[src/rtl/idle_pkg.sv]
// Package: shared state encoding for the halt/sleep sequencer.
// Assumes: a two-bit state register is enough for the four states.
package idle_pkg;
    typedef enum logic [1:0] {
        ST_RUN    = 2'd0,
        ST_HALT   = 2'd1,
        ST_SLEEP  = 2'd2,
        ST_RESUME = 2'd3
    } idle_state_e;

    localparam int CFG_W = 3;
endpackage

[src/rtl/idle_sync.sv]
// Module: idle_sync
// Two-stage synchroniser, one per request bit, for asynchronous wake inputs.
// Assumes: each input bit is independent; bus skew across bits is harmless
// because any single bit alone is a valid wake reason.
module idle_sync #(
    parameter int W = 1
) (
    input  logic         clk,
    input  logic         rst_n,
    input  logic [W-1:0] raw,
    output logic [W-1:0] synced
);
    logic [W-1:0] stage1;

    generate
        for (genvar b = 0; b < W; b++) begin : g_bit
            // Two flops in series per bit; cleared by reset.
            always_ff @(posedge clk) begin
                if (!rst_n) begin
                    stage1[b] <= 1'b0;
                    synced[b] <= 1'b0;
                end else begin
                    stage1[b] <= raw[b];
                    synced[b] <= stage1[b];
                end
            end
        end
    endgenerate


    sync_depth_chk: assert property (@(posedge clk) disable iff (!rst_n)
        $rose(synced[0]) |-> $past(raw[0], 2));
endmodule

[src/rtl/idle_wake_eval.sv]
// Module: idle_wake_eval
// Combines synchronised requests into the two wake conditions. A halt needs
// an enabled request; a sleep needs any raised request.
// Assumes: enables are quasi-static configuration and need no synchroniser.
module idle_wake_eval #(
    parameter int N_EXT    = 3,
    parameter int N_ONCHIP = 4
) (
    input  logic                nmi_s,
    input  logic [N_EXT-1:0]    ext_s,
    input  logic [N_EXT-1:0]    ext_en,
    input  logic [N_ONCHIP-1:0] onchip_s,
    input  logic [N_ONCHIP-1:0] onchip_en,
    output logic                halt_wake,
    output logic                sleep_wake
);
    // Halt wake: masked requests plus the non-maskable one.
    always_comb begin
        halt_wake = nmi_s | (|(ext_s & ext_en)) | (|(onchip_s & onchip_en));
    end

    // Sleep wake: any raised request, masks ignored.
    always_comb begin
        sleep_wake = nmi_s | (|ext_s) | (|onchip_s);
    end
endmodule

[src/rtl/idle_fsm.sv]
// Module: idle_fsm
// State sequencer: run, halted, asleep, and a one-cycle resume step in which
// clocks are back but the core has not yet been told to continue.
// Assumes: halt_exec/sleep_exec are single-cycle strobes from the decoder.
module idle_fsm
    import idle_pkg::*;
(
    input  logic             clk,
    input  logic             rst_n,
    input  logic             halt_exec,
    input  logic             sleep_exec,
    input  logic [CFG_W-1:0] cfg,
    input  logic             halt_wake,
    input  logic             sleep_wake,
    output idle_state_e      state,
    output logic             wake_pulse,
    output logic             unsup_mode
);
    idle_state_e nxt;
    logic        sleep_ok;
    logic        sleep_bad;

    // Qualify the sleep strobe against the configuration bits.
    always_comb begin
        sleep_ok  = sleep_exec && !halt_exec && (cfg == '0);
        sleep_bad = sleep_exec && !halt_exec && (cfg != '0);
    end

    // Next-state decision; strobes count only in normal run.
    always_comb begin
        nxt = state;
        case (state)
            ST_RUN: begin
                if (halt_exec)     nxt = ST_HALT;
                else if (sleep_ok) nxt = ST_SLEEP;
            end
            ST_HALT:   if (halt_wake)  nxt = ST_RESUME;
            ST_SLEEP:  if (sleep_wake) nxt = ST_RESUME;
            ST_RESUME: nxt = ST_RUN;
            default:   nxt = ST_RUN;
        endcase
    end

    // State register and the two registered strobes; reset wins over all.
    always_ff @(posedge clk) begin
        if (!rst_n) begin
            state      <= ST_RUN;
            wake_pulse <= 1'b0;
            unsup_mode <= 1'b0;
        end else begin
            state      <= nxt;
            wake_pulse <= (state == ST_RESUME);
            unsup_mode <= (state == ST_RUN) && sleep_bad;
        end
    end


    halt_entry_chk: assert property (@(posedge clk) disable iff (!rst_n)
        (state == ST_RUN && halt_exec) |=> (state == ST_HALT));

    sleep_entry_chk: assert property (@(posedge clk) disable iff (!rst_n)
        (state == ST_RUN && sleep_exec && !halt_exec && cfg == '0) |=> (state == ST_SLEEP));

    cfg_block_chk: assert property (@(posedge clk) disable iff (!rst_n)
        (state == ST_RUN && sleep_exec && !halt_exec && cfg != '0) |=> (state == ST_RUN && unsup_mode));

    resume_step_chk: assert property (@(posedge clk) disable iff (!rst_n)
        (state == ST_RESUME) |=> (state == ST_RUN && wake_pulse));

    pulse_single_chk: assert property (@(posedge clk) disable iff (!rst_n)
        wake_pulse |=> !wake_pulse);

    sleep_hold_chk: assert property (@(posedge clk) disable iff (!rst_n)
        (state == ST_SLEEP && !sleep_wake) |=> (state == ST_SLEEP));
endmodule

[src/rtl/idle_pin_ctrl.sv]
// Module: idle_pin_ctrl
// Decodes the state into clock enables, refresh enable and pin overrides.
// Assumes: the pad logic ORs/ANDs these overrides into the real pin drivers.
module idle_pin_ctrl
    import idle_pkg::*;
#(
    parameter int ADDR_W = 20
) (
    input  idle_state_e       state,
    input  logic              bus_granted,
    output logic              core_clk_en,
    output logic              dma_clk_en,
    output logic              refresh_en,
    output logic              halt_low,
    output logic              st_low,
    output logic              m1_low,
    output logic              ctl_force_high,
    output logic [ADDR_W-1:0] addr_force_high
);
    logic asleep;
    logic halted;
    logic park;

    // State decode shared by all outputs.
    always_comb begin
        asleep = (state == ST_SLEEP);
        halted = (state == ST_HALT);
        park   = asleep && !bus_granted;
    end

    // Clock, refresh and status-pin overrides.
    always_comb begin
        core_clk_en    = !asleep;
        dma_clk_en     = !asleep;
        refresh_en     = !asleep;
        halt_low       = asleep || halted;
        st_low         = halted;
        m1_low         = halted;
        ctl_force_high = park;
    end

    generate
        for (genvar a = 0; a < ADDR_W; a++) begin : g_addr
            // Each address line parks high in sleep when the bus is ours.
            always_comb addr_force_high[a] = park;
        end
    endgenerate
endmodule

[src/rtl/core_idle_ctrl.sv]
// Module: core_idle_ctrl (top)
// Halt/sleep power-state sequencer for a small processor core.
// Assumes: rst_n is synchronous to clk; request inputs may be asynchronous.
module core_idle_ctrl
    import idle_pkg::*;
#(
    parameter int N_EXT    = 3,
    parameter int N_ONCHIP = 4,
    parameter int ADDR_W   = 20
) (
    input  logic                clk,
    input  logic                rst_n,
    input  logic                halt_exec,
    input  logic                sleep_exec,
    input  logic                cfg_iostop,
    input  logic                cfg_ctl_a,
    input  logic                cfg_ctl_b,
    input  logic                bus_granted,
    input  logic                nmi_req,
    input  logic [N_EXT-1:0]    ext_req,
    input  logic [N_EXT-1:0]    ext_en,
    input  logic [N_ONCHIP-1:0] onchip_req,
    input  logic [N_ONCHIP-1:0] onchip_en,
    output logic                core_clk_en,
    output logic                dma_clk_en,
    output logic                refresh_en,
    output logic                halt_low,
    output logic                st_low,
    output logic                m1_low,
    output logic                ctl_force_high,
    output logic [ADDR_W-1:0]   addr_force_high,
    output logic                wake_pulse,
    output logic                unsup_mode
);
    localparam int REQ_W = 1 + N_EXT + N_ONCHIP;

    logic [REQ_W-1:0]    req_raw;
    logic [REQ_W-1:0]    req_s;
    logic                nmi_s;
    logic [N_EXT-1:0]    ext_s;
    logic [N_ONCHIP-1:0] onchip_s;
    logic                halt_wake;
    logic                sleep_wake;
    idle_state_e         state;

    // Pack and unpack the request bundle around the synchroniser.
    always_comb begin
        req_raw  = {onchip_req, ext_req, nmi_req};
        nmi_s    = req_s[0];
        ext_s    = req_s[N_EXT:1];
        onchip_s = req_s[REQ_W-1:N_EXT+1];
    end

    idle_sync #(.W(REQ_W)) i_sync (
        .clk    (clk),
        .rst_n  (rst_n),
        .raw    (req_raw),
        .synced (req_s)
    );

    idle_wake_eval #(.N_EXT(N_EXT), .N_ONCHIP(N_ONCHIP)) i_wake (
        .nmi_s      (nmi_s),
        .ext_s      (ext_s),
        .ext_en     (ext_en),
        .onchip_s   (onchip_s),
        .onchip_en  (onchip_en),
        .halt_wake  (halt_wake),
        .sleep_wake (sleep_wake)
    );

    idle_fsm i_fsm (
        .clk        (clk),
        .rst_n      (rst_n),
        .halt_exec  (halt_exec),
        .sleep_exec (sleep_exec),
        .cfg        ({cfg_iostop, cfg_ctl_a, cfg_ctl_b}),
        .halt_wake  (halt_wake),
        .sleep_wake (sleep_wake),
        .state      (state),
        .wake_pulse (wake_pulse),
        .unsup_mode (unsup_mode)
    );

    idle_pin_ctrl #(.ADDR_W(ADDR_W)) i_pins (
        .state           (state),
        .bus_granted     (bus_granted),
        .core_clk_en     (core_clk_en),
        .dma_clk_en      (dma_clk_en),
        .refresh_en      (refresh_en),
        .halt_low        (halt_low),
        .st_low          (st_low),
        .m1_low          (m1_low),
        .ctl_force_high  (ctl_force_high),
        .addr_force_high (addr_force_high)
    );


    clk_before_pulse_chk: assert property (@(posedge clk) disable iff (!rst_n)
        wake_pulse |-> ($past(core_clk_en) && $past(refresh_en)));

    sleep_refresh_chk: assert property (@(posedge clk) disable iff (!rst_n)
        !core_clk_en |-> (!refresh_en && halt_low && !m1_low));

    reset_exit_chk: assert property (@(posedge clk)
        $past(!rst_n) |-> (core_clk_en && refresh_en && !halt_low));
endmodule

[config.mk]
export PLATFORM = sky130hd
export DESIGN_NAME = core_idle_ctrl
export DESIGN_NICKNAME = d
export VERILOG_FILES = /design/src/rtl/idle_pkg.sv /design/src/rtl/idle_sync.sv /design/src/rtl/idle_wake_eval.sv /design/src/rtl/idle_fsm.sv /design/src/rtl/idle_pin_ctrl.sv /design/src/rtl/core_idle_ctrl.sv
export SDC_FILE = /design/constraint.sdc
export NUM_CORES = 1
export LEC_CHECK = 0
export ABC_AREA = 1
export BUFFER_PORTS_ARGS = -buffer_cell sky130_fd_sc_hd__buf_2
export CORE_UTILIZATION = 47
export CTS_CLUSTER_DIAMETER = 40
export DETAILED_ROUTE_END_ITERATION = 10
export PLACE_DENSITY = 0.8
export SYNTH_ARGS = -nofsm -noshare
export SYNTH_HDL_FRONTEND = slang
export SYNTH_SLANG_ARGS = --single-unit
[constraint.sdc]
create_clock -name clk -period 4 [get_ports clk]
set_input_delay 0.8 -clock clk [delete_from_list [all_inputs] [get_ports clk]]
set_output_delay 0.8 -clock clk [all_outputs]
set_load 0.02 [all_outputs]
# Yosys cells after proc, flatten, opt, wreduce, memory -nomap -nowiden
# Cells that the tools add are included.
[op_classes]
muxes = 5
n_eq_ne = 6
bitwise = 6
reduce_logical = 17
[op_table]
columns = ["op", "count"]
rows = [
  ["two-way mux 2 bit", 4],
  ["one-hot mux 2 bit (4 select lines)", 1],
  ["OR reduction 4 bit", 2],
  ["OR reduction 3 bit", 2],
  ["logical AND 1 bit", 5],
  ["AND 4 bit", 1],
  ["== test 2 bit, second input constant", 2],
  ["!= test 2 bit, second input constant", 2],
  ["OR 1 bit", 4],
  ["AND 3 bit", 1],
  ["logical NOT 1 bit", 3],
  ["logical NOT 3 bit", 1],
  ["!= test 3 x 2 -> 1 bit, second input constant", 1],
  ["AND reduction 3 bit", 1],
  ["nonzero test 3 bit", 1],
  ["== test 2 x 1 -> 1 bit, second input constant", 1],
  ["logical NOT 2 bit", 1],
  ["logical OR 1 bit", 1],
]
[word_totals]
out_inout_bits = 29
elab_cells = 53
regBits = 20

# Logic depth before layout (Yosys ltp)
[logic_depth]
ltp_word = 6
mapped_depth = 10
ltp_nobuf = 10

# By module
# A second synthesis with hierarchy kept.
[hier_totals]
cells_unflattened = 136
hier_area_um2 = 1051.0
[modules_own_cells]
columns = ["module", "cells_per_inst", "seq_area_each_um2", "n_inst", "area_per_inst_um2"]
rows = [
  ["idle_sync", 50, 320.3, 1, 484.2],
  ["idle_fsm", 36, 80.1, 1, 270.3],
  ["idle_pin_ctrl", 30, 0.0, 1, 219.0],
  ["idle_wake_eval", 20, 0.0, 1, 77.6],
]

# Worst setup path before layout
# No wires, ideal clock.
[synth_path]
kind = "input-to-output"
from = "in bus_granted"
to = "out addr_force_high[0]"
stages = 2
path_slack_ps = 1206
arrival_ps = 1994
cell_sequence = "nor2_1 > buf_4"
[synth_between]
elab_chain_cells = 2
[synth_lines]
columns = ["element", "line_no", "rtl"]
rows = [
  ["start: declaration", "core_idle_ctrl.sv:18", "input logic bus_granted,"],
  ["logical NOT 1 bit", "idle_pin_ctrl.sv:28", "park = asleep && !bus_granted;"],
  ["logical AND 1 bit", "idle_pin_ctrl.sv:28", ""],
  ["end: declaration", "core_idle_ctrl.sv:31", "output logic [ADDR_W-1:0] addr_force_high,"],
]
# Every way passes these cells.

# Worst setup path in the final report
[layout_path]
from = "reg i_fsm.state[0]"
to = "out addr_force_high[5]"
[layout_between]
elab_chain_cells = 2
[layout_lines]
columns = ["element", "line_no", "rtl"]
rows = [
  ["start: declaration", "idle_fsm.sv:15", "output idle_state_e state,"],
  ["start signal: assignment", "idle_fsm.sv:51", "state <= nxt;"],
  ["== test 2 bit", "idle_pin_ctrl.sv:26", "asleep = (state == ST_SLEEP);"],
  ["logical AND 1 bit", "idle_pin_ctrl.sv:28", ""],
]
# Every way passes these cells.

==> flow_summary.ini <==
[critical_path]
crit_required_ps = 3200
cp_cell_sequence = inv_1 -> ha_1 -> inv_1 -> nor2_1 -> buf_2
critPathTopFamily = simple AND/OR/NAND/NOR gates
crit_buf_inv = 3
cp-start-kind = flop
worstSetupPathType = flop to output pin
crit_start = i_fsm.state[0]$_SDFFE_PN0P_
end_kind = output pin
path_max_fanout = 21
slowest_delay_ps = 630
critPathMostFrequentCell = inv_1
rrSetupSlack_ps = 2630
cp.arrival_ps = 1970
r2r_start = i_fsm.state[0]$_SDFFE_PN0P_
cp_slowest_cell = nor2_1

[sta]
rsz0062_at_grt = no
slew_headroom_pct = 44.9
finalHoldViolations = 0
finalSetupTns_ps = 0
slew_violations = 0
clock.fmax_mhz = 361
layout_worst_path_cycle_share_pct = 69.3
max_slew.worst_pin.slew_ps = 823
fin_skew_ps = 6.29
period_needed_ps = 2770
setup_viol = 0

[logic_synthesis]
synthDistinctLibCells = 16
ys_ff_latch = 20
yosys_warnings = 0
synth_top_area_share_pct = 40.3
syn_area_sq_um = 995
synth_fp_nets = 163
ys_seq_area_share_pct = 40.3
syn_area_per_cell_sq_um = 7.37
postSynthCellCount = 135
synth_top_area_cell = dfxtp_1
yosys-top-cells-area = dfxtp_1 40%, buf_4 17%, nand2_1 13%

[cells_and_area]
multiInputGateArea_sq_um = 302
layout.nets = 194
diodes = 0
fin_area_sq_um = 1120
syn_to_final_growth_pct = 12.5
post-route-util_pct = 56.4
layout-drive-gt1-share_pct = 35.4
seq_area_sq_um = 400
fill_cells = 208

[routing]
avgViaCountPerCell = 4.23
routed_wl_microns = 1500
drt-initial-drc-count = 9
firstDrtPassIters = 4
drc = 0
num_vias = 808
drtAntennaViolNets = 0
wl_per_cell_microns = 7.84

[die]
start_util_pct = 50.2
die_h_microns = 48.0
rows = 16
coreArea_sq_um = 1980
die-area_sq_um = 2300
die_x_microns = 48.0
io_pins = 52

[global_routing]
grt_pass1_vias = 668
antenna_found_initial = 0
grt_max_degree = 22
grt_overflow = 0
grt_pass1_wl_microns = 2450
grt.total_usage_pct = 15.0

[placed_design]
hpwl_microns = 1250
place_area_sq_um = 1100
gp_congestion = 0.689
io_buffer_count = 51

[clock_tree]
insertion_delay_ps = 290
cts-resized-gates = 0
cts_setup_buffers = 0
cts.clk_slew.worst_paths_ps = 100
clock_sinks = 20
numCtsBuffers = 3
holdBufCountCts = 0
cts_tree = done
clockBufferDepth = 2
h-tree-depth = 1
cts_root_buf = clkbuf_4

[power]
power.total_uw = 639
power_density_nw_per_um2 = 571
ir_drop_uv = 233
p_leak_nw = 0.748

[job]
max_cap_viol_count = 0

[status]
status = complete, no violations

[hold_path]
hp-start = i_sync.stage1[0]$_SDFF_PN0_
hold_path_class = flop to flop
kinds of logic (layout without fill, tap and decap cells):
logic type / after synthesis / count (layout) / share of synthesized area, %
adders and majority gates: 5 / 5 / 6.29
buffers and inverters: 53 / 82 / 29.4
DFF: 20 / 20 / 40.3
AOI/OAI and AO/OA: 6 / 6 / 3.27
and+or+nand+nor: 51 / 51 / 20.8
layout by cell type, fill, tap and decap left out:
cell,n
and2_1,1
clkbuf_4,3
nor2_1,9
a21oi_1,4
nand2_2,2
nand3_1,4
inv_2,1
buf_2,51
dfxtp_1,20
nor2_2,1
ha_1,5
nand2_1,34
inv_1,27
a21boi_0,1
o21ai_0,1
power breakdown:
group | switching (mW) | total [mW] | internal (mW)
clock network | 0.0551 | 0.0901 | 0.0350
logic | 0.212 | 0.319 | 0.107
registers | 0.0121 | 0.229 | 0.217
worst reg2reg max path, stage by stage, from the launching register on:
cell and delay, ps:
dfxtp_1 390, inv_1 100, ha_1 310, nand2_1 80, a21boi_0 170, nand3_1 100, nand2_1 70, nor2_1 40
routing by layer:
metal | vias up | global-route usage [%] | share of wire [%]
li1 | 422 | - | -
met1 | 335 | 16.6 | 41
met2 | 49 | 28.4 | 49
met3 | 2 | 3.40 | 8.5
met4 | 0 | 4.44 | 0.80
met5 | - | 0 | 0
through the flow:
step,setup slack [ps],hold slack [ps],instances
2_1_floorplan,1210,386,135
3_3_place_gp,1420,392,188
3_5_place_dp,1360,398,188
4_1_cts,1180,417,191
5_1_grt,733,451,191
6_report,1230,413,191
synthesized netlist by cell type, drive strengths merged:
library cell,n
a21boi,1
a21oi,4
and2,1
buf,24
clkbuf,1
dfxtp,20
ha,5
inv,28
nand2,36
nand3,4
nor2,10
o21ai,1
state kept, by name, indices dropped and copies added (netlist names):
| name | flops |
|---|---|
| i_fsm.unsup_mode | 1 |
| i_sync.synced | 8 |
| i_fsm.wake_pulse | 1 |
| i_fsm.state | 2 |
| i_sync.stage1 | 8 |
path summary, 6_finish.rpt:
| kind | depth (start not counted) | endpoint |
|---|---|---|
| max reg2reg | 7 | i_fsm.state[0]$_SDFFE_PN0P_ |
| max | 5 | addr_force_high[5] |
| min | 2 | i_sync.synced[0]$_SDFF_PN0_ |
| min reg2reg | 2 | i_sync.synced[0]$_SDFF_PN0_ |
cell type report:
class,instances,area share [%]
flip-flops and latches,20,35.8
inverters,28,9.40
repair buffers,51,22.8
well taps,27,3.02
multi-input cells,62,27.0
clock buffers,3,2.01
No activity file was read; power rests on OpenSTA's default activity.
